==> config.mk <==
export PLATFORM = sky130hd
export DESIGN_NAME = vic_two_level
export DESIGN_NICKNAME = d
export VERILOG_FILES = /design/src/rtl/vic_pkg.sv /design/src/rtl/vic_cfg_regs.sv /design/src/rtl/vic_arbiter.sv /design/src/rtl/vic_two_level.sv
export SDC_FILE = /design/constraint.sdc
export NUM_CORES = 1
export LEC_CHECK = 0
export BUFFER_PORTS_ARGS = -buffer_cell sky130_fd_sc_hd__buf_2
export CORE_AREA = 10 10 60 62
export CTS_CLUSTER_SIZE = 12
export DETAILED_ROUTE_END_ITERATION = 12
export DIE_AREA = 0 0 70 72
export GPL_TIMING_DRIVEN = 0
export HOLD_SLACK_MARGIN = 0.03
export PLACE_DENSITY = 0.8
export SYNTH_ARGS = -nofsm -noshare
export SYNTH_HDL_FRONTEND = slang
export SYNTH_SLANG_ARGS = --single-unit
==> constraint.sdc <==
create_clock -name clk -period 3.6 [get_ports clk]
set_clock_uncertainty 0.1 [all_clocks]
set_input_delay 0.36 -clock clk [delete_from_list [all_inputs] [get_ports clk]]
set_output_delay 0.36 -clock clk [all_outputs]
set_load 0.02 [all_outputs]
==> src/rtl/vic_pkg.sv <==
package vic_pkg;
    localparam int NSRC       = 5;
    localparam int IDXW       = $clog2(NSRC);
    localparam int CFGW       = 8;
    localparam int GLB_BIT    = 7;
    localparam int VECW       = 16;
    localparam int VEC_BASE   = 3;
    localparam int VEC_STRIDE = 8;
    // sources the controller may clear on acknowledge (serial excluded)
    localparam logic [NSRC-1:0] HW_CLR_MASK = 5'b01111;

    typedef struct packed {
        logic             req;
        logic [VECW-1:0]  vec;
        logic [IDXW-1:0]  idx;
        logic             lvl;
        logic [1:0]       isr;
        logic             hold;
    } vic_state_t;
endpackage

==> src/rtl/vic_cfg_regs.sv <==
module vic_cfg_regs
    import vic_pkg::*;
(
    input  logic            clk,
    input  logic            rst_n,
    input  logic            we_i,
    input  logic            sel_i,
    input  logic [CFGW-1:0] wdata_i,
    output logic [NSRC-1:0] ien_o,
    output logic            glb_o,
    output logic [NSRC-1:0] lvl_o
);
    typedef struct packed {
        logic [NSRC-1:0] ien;
        logic            glb;
        logic [NSRC-1:0] lvl;
    } cfg_t;

    cfg_t cfg_d, cfg_q;

    always_comb begin
        cfg_d = cfg_q;
        if (we_i) begin
            if (sel_i) begin
                cfg_d.lvl = wdata_i[NSRC-1:0];
            end else begin
                cfg_d.ien = wdata_i[NSRC-1:0];
                cfg_d.glb = wdata_i[GLB_BIT];
            end
        end
    end

    always_ff @(posedge clk) begin
        if (!rst_n) cfg_q <= '0;
        else        cfg_q <= cfg_d;
    end

    assign ien_o = cfg_q.ien;
    assign glb_o = cfg_q.glb;
    assign lvl_o = cfg_q.lvl;
endmodule

==> src/rtl/vic_arbiter.sv <==
module vic_arbiter
    import vic_pkg::*;
(
    input  logic [NSRC-1:0] pend_i,
    input  logic [NSRC-1:0] lvl_i,
    output logic            found_o,
    output logic [IDXW-1:0] idx_o,
    output logic            hi_o
);
    logic [NSRC-1:0] hi_pend, lo_pend;

    genvar g;
    generate
        for (g = 0; g < NSRC; g++) begin : g_split
            assign hi_pend[g] = pend_i[g] &  lvl_i[g];
            assign lo_pend[g] = pend_i[g] & ~lvl_i[g];
        end
    endgenerate

    always_comb begin
        found_o = 1'b0;
        idx_o   = '0;
        hi_o    = 1'b0;
        for (int i = NSRC-1; i >= 0; i--) begin
            if (lo_pend[i]) begin
                found_o = 1'b1;
                idx_o   = IDXW'(i);
            end
        end
        for (int i = NSRC-1; i >= 0; i--) begin
            if (hi_pend[i]) begin
                found_o = 1'b1;
                idx_o   = IDXW'(i);
                hi_o    = 1'b1;
            end
        end
    end
endmodule

==> src/rtl/vic_two_level.sv <==
module vic_two_level
    import vic_pkg::*;
(
    input  logic            clk,
    input  logic            rst_n,
    input  logic            cfg_we_i,
    input  logic            cfg_sel_i,
    input  logic [7:0]      cfg_wdata_i,
    input  logic [4:0]      flag_i,
    output logic [4:0]      flag_clr_o,
    input  logic            ack_i,
    input  logic            reti_i,
    input  logic            insn_done_i,
    output logic            irq_req_o,
    output logic [15:0]     irq_vec_o,
    output logic [1:0]      in_service_o
);
    logic [NSRC-1:0] ien, lvl, pend;
    logic            glb, found, hi;
    logic [IDXW-1:0] idx;
    logic            take, allowed;
    vic_state_t      st_d, st_q;

    vic_cfg_regs u_cfg (
        .clk     (clk),
        .rst_n   (rst_n),
        .we_i    (cfg_we_i),
        .sel_i   (cfg_sel_i),
        .wdata_i (cfg_wdata_i),
        .ien_o   (ien),
        .glb_o   (glb),
        .lvl_o   (lvl)
    );

    genvar g;
    generate
        for (g = 0; g < NSRC; g++) begin : g_pend
            assign pend[g] = flag_i[g] & ien[g] & glb;
        end
    endgenerate

    vic_arbiter u_arb (
        .pend_i  (pend),
        .lvl_i   (lvl),
        .found_o (found),
        .idx_o   (idx),
        .hi_o    (hi)
    );

    assign take = ack_i & st_q.req;

    always_comb begin
        st_d = st_q;
        // in-service stack: return pops, accepted acknowledge pushes
        if (reti_i) begin
            if (st_q.isr[1]) st_d.isr[1] = 1'b0;
            else             st_d.isr[0] = 1'b0;
        end else if (take) begin
            if (st_q.lvl) st_d.isr[1] = 1'b1;
            else          st_d.isr[0] = 1'b1;
        end
        // one completed instruction required after a return
        if (reti_i)           st_d.hold = 1'b1;
        else if (insn_done_i) st_d.hold = 1'b0;

        allowed  = hi ? !st_d.isr[1] : (st_d.isr == 2'b00);
        st_d.req = found & allowed & !st_d.hold;
        st_d.idx = idx;
        st_d.lvl = hi;
        st_d.vec = st_d.req ? VECW'(VEC_BASE) + VECW'(idx) * VECW'(VEC_STRIDE)
                            : '0;
    end

    always_ff @(posedge clk) begin
        if (!rst_n) st_q <= '0;
        else        st_q <= st_d;
    end

    always_comb begin
        flag_clr_o = '0;
        if (take) flag_clr_o[st_q.idx] = HW_CLR_MASK[st_q.idx];
    end

    assign irq_req_o    = st_q.req;
    assign irq_vec_o    = st_q.vec;
    assign in_service_o = st_q.isr;
endmodule

==> impl_metrics.ini <==
[final_layout]
final_util = 0.582
area_growth_pct = 21.6
most-common-layout-cells = buf_2, dfxtp_1, nand2_1
register_area_um2 = 480
layout-drive-gt1-share = 0.311
multi_input_area_um2 = 553
antennaDiodeCount = 0
final_nets = 204
mostFrequentLayoutCell = buf_2
n_fill_cell = 237

[outcome]
outcome = finished clean

[yosys]
synth_sequential_area_ratio = 0.412
syn_area_per_cell_um2 = 8.26
yosysTopAreaCell = dfxtp_1
synth-seq-cells = 24
synth_area_um2 = 1160
synth.area.top_cells = dfxtp_1, buf_4, nand2_1, a21oi_1, nor2_1
yosys.area.top_type_share = 0.412
ys_warn_count = 0
synth_cell_types = 31
synth_cells = 141

[routing]
drt_iter0_markers = 37
drc = 0
wire_per_inst_um = 11.8
drt-pass1-iter-count = 4
wl_mm = 2.52
vias_per_cell = 5.00
vias = 1064
drtAntennaViolNets = 0

[min_path]
min_path_type = primary input to register

[critical_path]
crit_path_cell_trace = and4b_1, or4_4, nor3_4, nor2_2, and3_1
arrival_ns = 1.91
start_kind = register
crit_slowest_cell = or4_4
cp_data_required_time_ns = 3.73
endpoint_kind = register
cp_max_fo = 4
path_buf_inv = 0
crit_type = register to register
cp_top_family = simple AND/OR/NAND/NOR gates
cpPeakStageDelay_ns = 0.56

[clock_tree]
clk_latency_ns = 0.32
cts_resized = 0
clkTransAtPathRegs_ns = 0.12
clock-sinks = 24
post_cts_buffers = 0
cts_max_level = 1
clock_tree.buffer_depth = 2
cts-root-buf = clkbuf_4
hold_buffers = 0
cts_buffers = 3
tritoncts = yes

[timing]
final.period_utilization = 0.495
timing.fmax_ghz = 0.561
finalSetupViolations = 0
tns_ns = 0
rsz0062_at_grt = false
finalHoldViolCount = 0
slew_violations = 0
min_period_ns = 1.78

[floorplanning]
die_w_um = 70
rows = 18
die_h_um = 72
num_io_pins = 44
coreArea_um2 = 2430
initial_core_util = 0.479
die_area_um2 = 5040

[run]
drv_cap = 0

[place]
dp_hpwl_mm = 2.12
gp_congestion = 0.797
io_buffer_count = 28

[power_and_ir_drop]
vdd_drop_max_uv = 244
cellPowerDensity_nw_per_um2 = 334
leakage_nw = 0.685

[global_route]
antenna_found_initial = 0
grt_pass1_wl_mm = 4.23
grt_usage = 0.0984
grt_max_degree = 14
grt_pass1_vias = 1023
grt_overflow = 0
-- synth_stat cells --
cell / number
a21oi_1: 13
nor4_1: 2
o31a_1: 1
conb_1: 1
o21ai_0: 2
buf_6: 1
nor2_2: 1
and3_2: 1
and4_2: 1
a32oi_1: 1
nor2b_1: 2
o31ai_1: 1
nand2_1: 23
nand4b_1: 1
dfxtp_1: 24
nand2b_1: 4
and2_1: 4
clkbuf_1: 3
and3_1: 2
nor3_4: 1
or4_4: 1
inv_1: 3
nor3_1: 2
nand4_1: 5
a31oi_1: 2
nand3_1: 5
and4b_4: 1
nor2_1: 10
nor4b_1: 2
and4b_1: 3
buf_4: 18
-- worst paths after layout --
| kind | startpoint | to | slack, ns | depth (start not counted) |
|---|---|---|---|---|
| worst max register to register | u_cfg.lvl_o[0] | irq_vec_o[3] | 1.82 | 5 |
| worst min register to register | u_cfg.ien_o[0] | u_cfg.ien_o[0] | 0.38 | 2 |
| worst max-delay path | u_cfg.lvl_o[0] | irq_vec_o[3] | 1.82 | 5 |
| worst min-delay path | rst_n | register | 0.13 | 2 |
-- cell families after synthesis --
family / Yosys count / share of synthesized area
AND/OR/NAND/NOR: 71 / 0.343
flip-flops: 24 / 0.412
AO/OA/AOI/OAI: 20 / 0.0967
buffers and inverters: 25 / 0.145
other: 1 / 0.00322
-- layer usage --
metal | up-vias | share of wire | global-route usage
met5 | - | 0 | 0
met2 | 34 | 0.49 | 0.176
li1 | 548 | - | -
met4 | 0 | 0.017 | 0.0482
met3 | 5 | 0.094 | 0.0449
met1 | 477 | 0.40 | 0.0943
-- where the power goes --
group          total (mW)  switching (mW)  internal [mW]
Clock               0.141          0.0787         0.0619
Combinational      0.0562          0.0327         0.0235
Sequential          0.277         0.00450          0.272
Total               0.474           0.116          0.358
-- through the flow --
stage | hold slack, ns | setup slack [ns] | cells | area (um2) | total power, mW
after floorplan | 0.322 | 1.76 | 151 | 1200 | 0.321
after global placement | 0.354 | 1.74 | 209 | 1380 | 0.336
after detailed placement | 0.365 | 1.72 | 209 | 1380 | 0.338
after CTS | 0.113 | 1.82 | 213 | 1420 | 0.481
after global routing | 0.118 | 1.67 | 213 | 1420 | 0.494
final | 0.128 | 1.82 | 213 | 1420 | 0.474
-- cell type report --
class,count,area share
inverters,3,0.00795
clock buffers,4,0.0256
multi-input cells,102,0.390
well taps,30,0.0265
repair buffers,28,0.0989
plain buffers,22,0.111
flip-flops and latches,24,0.339
-- state kept, by name (all words and copies together) (netlist names), named ones only --
register,count
st_q,5
u_cfg.ien_o,5
u_cfg.lvl_o,5
irq_vec_o,4
in_service_o,2
irq_req_o,1
u_cfg.glb_o,1
Power figures use the tool's default switching activity.
